### src/rtl/gpio_eirq_pkg.sv
package gpio_eirq_pkg;

  typedef enum logic [1:0] {
    TRIG_OFF  = 2'd0,
    TRIG_RISE = 2'd1,
    TRIG_FALL = 2'd2,
    TRIG_BOTH = 2'd3
  } trig_e;

  // Decide whether one pin transition qualifies under the given trigger code.
  function automatic logic edge_hit(input trig_e code, input logic prev, input logic cur);
    logic rise;
    logic fall;
    rise = ~prev & cur;
    fall = prev & ~cur;
    case (code)
      TRIG_RISE: edge_hit = rise;
      TRIG_FALL: edge_hit = fall;
      TRIG_BOTH: edge_hit = rise | fall;
      default:   edge_hit = 1'b0;
    endcase
  endfunction

endpackage

### src/rtl/gpio_eirq_decode.sv
module gpio_eirq_decode #(
  parameter int NPINS    = 32,
  parameter int ADDR_W   = 12,
  parameter int BANK     = 0,
  parameter int STAT_OFS = 'h080,
  parameter int MSET_OFS = 'h0A0,
  parameter int MCLR_OFS = 'h0C0
) (
  input  logic              wr_valid,
  input  logic [ADDR_W-1:0] wr_addr,
  input  logic [NPINS-1:0]  wr_data,
  output logic [NPINS-1:0]  stat_clr,
  output logic [NPINS-1:0]  mask_set,
  output logic [NPINS-1:0]  mask_clr
);
  localparam logic [ADDR_W-1:0] A_STAT = ADDR_W'(STAT_OFS + 4 * BANK);
  localparam logic [ADDR_W-1:0] A_MSET = ADDR_W'(MSET_OFS + 4 * BANK);
  localparam logic [ADDR_W-1:0] A_MCLR = ADDR_W'(MCLR_OFS + 4 * BANK);

  logic hit_stat, hit_mset, hit_mclr;

  always_comb begin
    hit_stat = wr_valid && (wr_addr == A_STAT);
    hit_mset = wr_valid && (wr_addr == A_MSET);
    hit_mclr = wr_valid && (wr_addr == A_MCLR);
    stat_clr = hit_stat ? wr_data : '0;
    mask_set = hit_mset ? wr_data : '0;
    mask_clr = hit_mclr ? wr_data : '0;
  end
endmodule

### src/rtl/gpio_eirq_edge.sv
module gpio_eirq_edge
  import gpio_eirq_pkg::*;
#(
  parameter int NPINS = 32
) (
  input  logic               clk,
  input  logic               rst_n,
  input  logic [NPINS-1:0]   pin_i,
  input  logic [2*NPINS-1:0] trig_i,
  output logic [NPINS-1:0]   hit_o
);
  logic             primed_q;
  logic [NPINS-1:0] prev_q;

  // The first sampled level after reset only seeds the history.
  always_ff @(posedge clk or negedge rst_n) begin
    if (!rst_n) primed_q <= 1'b0;
    else        primed_q <= 1'b1;
  end

  for (genvar i = 0; i < NPINS; i++) begin : g_pin
    always_ff @(posedge clk or negedge rst_n) begin
      if (!rst_n) prev_q[i] <= 1'b0;
      else        prev_q[i] <= pin_i[i];
    end
    assign hit_o[i] = primed_q & edge_hit(trig_e'(trig_i[2*i +: 2]), prev_q[i], pin_i[i]);
  end
endmodule

### src/rtl/gpio_eirq_core.sv
module gpio_eirq_core #(
  parameter int NPINS = 32
) (
  input  logic             clk,
  input  logic             rst_n,
  input  logic [NPINS-1:0] hit,
  input  logic [NPINS-1:0] stat_clr,
  input  logic [NPINS-1:0] mask_set,
  input  logic [NPINS-1:0] mask_clr,
  output logic [NPINS-1:0] status_o,
  output logic [NPINS-1:0] mask_o,
  output logic             irq_o
);
  logic [NPINS-1:0] stat_q, mask_q;

  always_ff @(posedge clk or negedge rst_n) begin
    if (!rst_n) begin
      stat_q <= '0;
      mask_q <= '1;
    end else begin
      stat_q <= (stat_q & ~stat_clr) | hit;     // a new edge beats the clear
      mask_q <= (mask_q | mask_set) & ~mask_clr;
    end
  end

  assign status_o = stat_q;
  assign mask_o   = mask_q;
  assign irq_o    = |(stat_q & ~mask_q);
endmodule

### src/rtl/gpio_edge_irq.sv
module gpio_edge_irq #(
  parameter int NPINS    = 32,
  parameter int ADDR_W   = 12,
  parameter int BANK     = 0,
  parameter int STAT_OFS = 'h080,
  parameter int MSET_OFS = 'h0A0,
  parameter int MCLR_OFS = 'h0C0
) (
  input  logic               clk,
  input  logic               rst_n,
  input  logic [NPINS-1:0]   pin_i,
  input  logic [2*NPINS-1:0] trig_i,
  input  logic               wr_valid,
  input  logic [ADDR_W-1:0]  wr_addr,
  input  logic [NPINS-1:0]   wr_data,
  output logic [NPINS-1:0]   status_o,
  output logic [NPINS-1:0]   mask_o,
  output logic               irq_o
);
  logic [NPINS-1:0] hit_w, stat_clr_w, mask_set_w, mask_clr_w;

  gpio_eirq_edge #(.NPINS(NPINS)) u_edge (
    .clk(clk), .rst_n(rst_n), .pin_i(pin_i), .trig_i(trig_i), .hit_o(hit_w)
  );

  gpio_eirq_decode #(
    .NPINS(NPINS), .ADDR_W(ADDR_W), .BANK(BANK),
    .STAT_OFS(STAT_OFS), .MSET_OFS(MSET_OFS), .MCLR_OFS(MCLR_OFS)
  ) u_dec (
    .wr_valid(wr_valid), .wr_addr(wr_addr), .wr_data(wr_data),
    .stat_clr(stat_clr_w), .mask_set(mask_set_w), .mask_clr(mask_clr_w)
  );

  gpio_eirq_core #(.NPINS(NPINS)) u_core (
    .clk(clk), .rst_n(rst_n), .hit(hit_w), .stat_clr(stat_clr_w),
    .mask_set(mask_set_w), .mask_clr(mask_clr_w),
    .status_o(status_o), .mask_o(mask_o), .irq_o(irq_o)
  );
endmodule

### config.mk
export PLATFORM = sky130hd
export DESIGN_NAME = gpio_edge_irq
export DESIGN_NICKNAME = d
export VERILOG_FILES = /design/src/rtl/gpio_eirq_pkg.sv /design/src/rtl/gpio_eirq_decode.sv /design/src/rtl/gpio_eirq_edge.sv /design/src/rtl/gpio_eirq_core.sv /design/src/rtl/gpio_edge_irq.sv
export SDC_FILE = /design/constraint.sdc
export NUM_CORES = 1
export LEC_CHECK = 0
export CORE_MARGIN = 8
export CORE_UTILIZATION = 45
export DETAILED_ROUTE_END_ITERATION = 6
export PLACE_DENSITY_LB_ADDON = 0.25
export REMOVE_ABC_BUFFERS = 1
export SETUP_SLACK_MARGIN = 0.02
export SYNTH_ARGS = -nofsm -noshare
export SYNTH_HDL_FRONTEND = slang
export SYNTH_HIERARCHICAL = 1
export SYNTH_SLANG_ARGS = --single-unit
### constraint.sdc
create_clock -name clk -period 1.8 [get_ports clk]
set_clock_uncertainty 0.2 [all_clocks]
set_input_delay 0.36 -clock clk [delete_from_list [all_inputs] [get_ports clk]]
set_output_delay 0.36 -clock clk [all_outputs]
set_load 0.05 [all_outputs]
# After elaboration in Yosys (flattened, before gate mapping)
# Index checks and enable logic that the tools add are counted.
# word_totals
register_bits	97
input_bits	143
# classes
n_eq_ne	99
muxes	35
bitwise	200
n_reduce_logical	4
# ops
cell	count
2-bit equality test, second input constant	64
1-bit AND	96
32-bit AND	3
32-bit 2-to-1 mux	3
32-bit NOT	3
1-bit case mux with 3 select lines	32
2-bit by 1-bit equality test with 1-bit output, second input constant	32
1-bit NOT	64
32-bit OR	2
12-bit by 8-bit equality test with 1-bit output, second input constant	3
1-bit OR	32
32-bit OR reduction	1
1-bit logical AND	3

# Depth between registers and ports, before layout
# logic_depth
depth_word	6
mapped_depth	7
mapped_depth_nobuf	5

# Cells and area by module
# Netlist, hierarchy kept.
# modules_own_cells
module	instances	cells_per_inst	area_per_inst_um2	seq_area_each_um2
gpio_eirq_edge	1	294	2936.6	825.8
gpio_eirq_core	1	213	2373.5	1641.6
gpio_eirq_decode	1	247	1901.8	0.0

# Worst setup path after synthesis
# OpenSTA, ideal clock, no wires.
# synth_timing
path_kind	flip-flop to output port
from	register u_core.mask_q[14], in the netlist u_core/mask_o[14]
to	output port irq_o
arrival_ps	1590
slack_ps	-350
stages_incl_launch_ff	4
path_buffers	0
cell_sequence	dfstp_2 -> o22ai_1 -> nor4_1 -> nand4_1
# synth_between
elab_chain_cells	3
# synth_lines
item	line	rtl
start, declared	gpio_eirq_core.sv:14	logic [NPINS-1:0] stat_q, mask_q;
start signal, assigned	gpio_eirq_core.sv:22	mask_q <= (mask_q | mask_set) & ~mask_clr;
32-bit NOT	gpio_eirq_core.sv:28	assign irq_o = |(stat_q & ~mask_q);
32-bit AND	gpio_eirq_core.sv:28	
32-bit OR reduction	gpio_eirq_core.sv:28	
end, declared	gpio_edge_irq.sv:18	output logic irq_o
# No other way between the ends.

# Worst setup path after layout
# layout_timing
from	register u_core.mask_q[29], in the netlist u_core/mask_o[29]
to	output port irq_o
# Same word-level chain as after synthesis.

==> results.py <==
metrics = {
    "place": {
        "place_ws_ns": -0.629,
        "io_buffers": 207,
        "gp_congestion": 0.773,
        "hpwl_um": 16700,
    },
    "critical_path": {
        "reg2reg_depth": 4,
        "endpoint_kind": "output pin",
        "start_kind": "flop",
        "path_max_fanout": 2,
        "crit_required_ns": 1.24,
        "r2r_slack_ns": 0.21,
        "critPathMaxStageDelay_ns": 0.54,
        "crit_arrival_ns": 1.79,
        "rr_startpoint": "u_edge/prev_q[27]",
        "cp.buffers_inverters": 1,
        "r2r-end": "u_core/status_o[27]",
        "path_cells": "o22ai_1 -> nor4_1 -> nand4_1 -> buf_6",
        "path_class": "flop to output pin",
        "crit_family": "simple AND/OR/NAND/NOR gates",
        "slowest_stage": "dfstp_2",
    },
    "cells_and_area": {
        "fillers": 858,
        "antenna_cells": 0,
        "drive_gt1_share_pct": 45.9,
        "nets": 1347,
        "area_delta_synth_final_pct": 84.8,
    },
    "outcome": {
        "status": "complete, but fails checks",
        "violations": "setup timing",
    },
    "yosys": {
        "ys_types": 24,
        "yosys_warnings": 6,
        "synthArstFlopShare_pct": 100,
        "synth_edf_count": 0,
        "synth_top_cells_by_count": "77 x inv_1, 65 x dfrtp_1, 65 x nand3b_1",
        "ys_top_cells_by_area": "dfrtp_1 23%, dfstp_2 12%, ha_1 11%",
        "synth_top_area_share_pct": 22.6,
        "ys_seq_elements": 97,
        "syn_inst": 754,
        "syn_area_sq_mm": 0.00721,
        "seq_area_frac_synth_pct": 34.2,
        "synth_ff_type": "dfrtp_1",
        "synth_largest_area_cell": "dfrtp_1",
        "yosysMostFrequentCell": "inv_1",
        "avgSynthCellArea_sq_um": 9.56,
    },
    "timing": {
        "period_minus_slack_ns": 2.35,
        "timing.final.ws_setup_ns": -0.553,
        "whs_ns": 0.0676,
        "hold_viol": 0,
        "period_share_pct": 131,
        "final.setup.tns_ns": -0.907,
        "clock.fmax_mhz": 425,
        "rsz0062_at_grt": "true",
        "maxSlewViolCount": 0,
        "final-setup-viol-count": 13,
    },
    "cts": {
        "ctsRootBufferMaster": "clkbuf_16",
        "htree_levels": 3,
        "clk_pin_slew_ns": 0.07,
        "insertion_delay_ns": 0.36,
        "clockBufferDepth": 2,
        "cts_made_buffers": 9,
        "cts_tree": "done",
        "clock-sinks": 97,
    },
    "global_route": {
        "grtUsageTotal_pct": 25.1,
        "gr-total-overflow": 0,
        "antenna_found_initial": 0,
        "grt_pass1_wl_um": 39900,
        "grt_max_degree": 66,
        "grt_pass1_vias": 7644,
    },
    "power_and_ir_drop": {
        "p_leak_nw": 6.03,
        "ir_worst_vdd_mv": 0.464,
        "powerDensity_mw_per_mm2": 457,
    },
    "drt": {
        "post_drt_wl_per_cell_um": 21.5,
        "ant_nets": 0,
        "wirelength_um": 29300,
        "vias": 7599,
        "drt_iter0_drc": 679,
        "drcViolationCount": 0,
        "drt_first_pass_iters": 5,
        "via_per_inst": 5.58,
    },
    "die": {
        "die_w_um": 143,
        "io_pins": 208,
        "std_cell_rows": 46,
        "design.core.area_sq_mm": 0.0158,
        "initial_core_util_pct": 45.7,
        "dieArea_sq_mm": 0.0203,
        "die_y_um": 143,
    },
    "min_path": {
        "worstHoldStart": "pin_i[27]",
        "min_delay_path_depth": 2,
        "holdPathEnd": "u_edge/prev_q[27]",
        "hold_class": "input pin to flop",
    },
    "run": {
        "cap_violations": 0,
    },
}
metrics by stage:
| stage | instance area [sq um] | instances | total power [mW] | util, % |
|---|---|---|---|---|
| detailed placement | 11400 | 1307 | 3.51 | 72.5 |
| floorplan | 6910 | 699 | 2.70 | - |
| global placement | 11400 | 1307 | 3.46 | 72.5 |
| CTS | 12500 | 1344 | 5.94 | 79.4 |
| finish | 13300 | 1361 | 6.08 | 84.5 |
| global route | 13300 | 1361 | 6.28 | 84.5 |
layout make-up:
| class | count | area (sq um) | area share, % |
|---|---|---|---|
| multi-input combinational | 505 | 4860 | 36.5 |
| clock buffer | 12 | 256 | 1.92 |
| sequential | 97 | 2470 | 18.5 |
| inverter | 97 | 364 | 2.73 |
| timing repair buffer | 430 | 5000 | 37.6 |
| clock inverter | 4 | 98.8 | 0.742 |
| tap | 216 | 270 | 2.03 |
where the power goes:
part           total (mW)  switching (mW)  internal (mW)  leakage, nW
clock                2.36           0.923           1.44        0.173
sequential           2.25          0.0246           2.23        0.994
combinational        1.47           0.681          0.790         4.86
layer usage:
layer  global-route usage [%]  wire length, um  share of wire (%)  vias to the layer above
li1                         -                -                  -                     3455
met1                     29.7            11400                 39                     3745
met2                     42.2            14700                 50                      329
met3                     6.31             2110                7.2                       70
met4                     10.7              993                3.4                        0
met5                        0                0                  0                        -
flip-flops by register name, indices dropped and copies added, names as in the netlist:
signal / count
u_core/mask_o: 32
u_core/status_o: 32
u_edge/prev_q: 32
u_edge/primed_q: 1
what timing repair did:
action,in CTS,in global routing
gates resized for setup,95,86
gates cloned,8,9
setup endpoints to repair,65,53
hold buffers,1,0
endpoints found under the hold margin,66,0
pin swaps,45,60
buffers inserted,12,11
worst max-delay path by stage:
stage | startpoint | slack [ns] | endpoint | cells after the start
4_1_cts | u_core/mask_o[19] | -0.55 | irq_o | 5
3_5_place_dp | wr_addr[3] | -0.63 | u_core/mask_o[4] | 6
5_1_grt | u_core/mask_o[29] | -0.63 | irq_o | 4
2_1_floorplan | wr_addr[4] | -1.93 | u_core/mask_o[0] | 4
6_report | u_core/mask_o[29] | -0.55 | irq_o | 4
3_3_place_gp | wr_addr[3] | -0.58 | u_core/mask_o[9] | 6
layout by cell type, fill, tap and decap left out, types with 46 or more instances in the layout:
cell type / n
nor2_1: 62
buf_4: 171
dfrtp_1: 65
ha_1: 64
inv_1: 77
buf_12: 82
nor4_4: 46
nand3b_1: 65
nand2b_1: 64
nor4_2: 48
clkdlybuf4s50_1: 127
cell families (layout without fill, tap and decap cells):
kind of cell / count (synthesis) / in the layout / share of synthesized area [%]
and+or+nand+nor: 328 / 328 / 32.0
DFF: 97 / 97 / 34.2
adders and majority gates: 64 / 64 / 11.1
other: 1 / 1 / 0.0520
buffers and inverters: 152 / 543 / 9.18
AOI/OAI and AO/OA: 112 / 112 / 13.4
No activity file was read; power rests on OpenSTA's default activity.
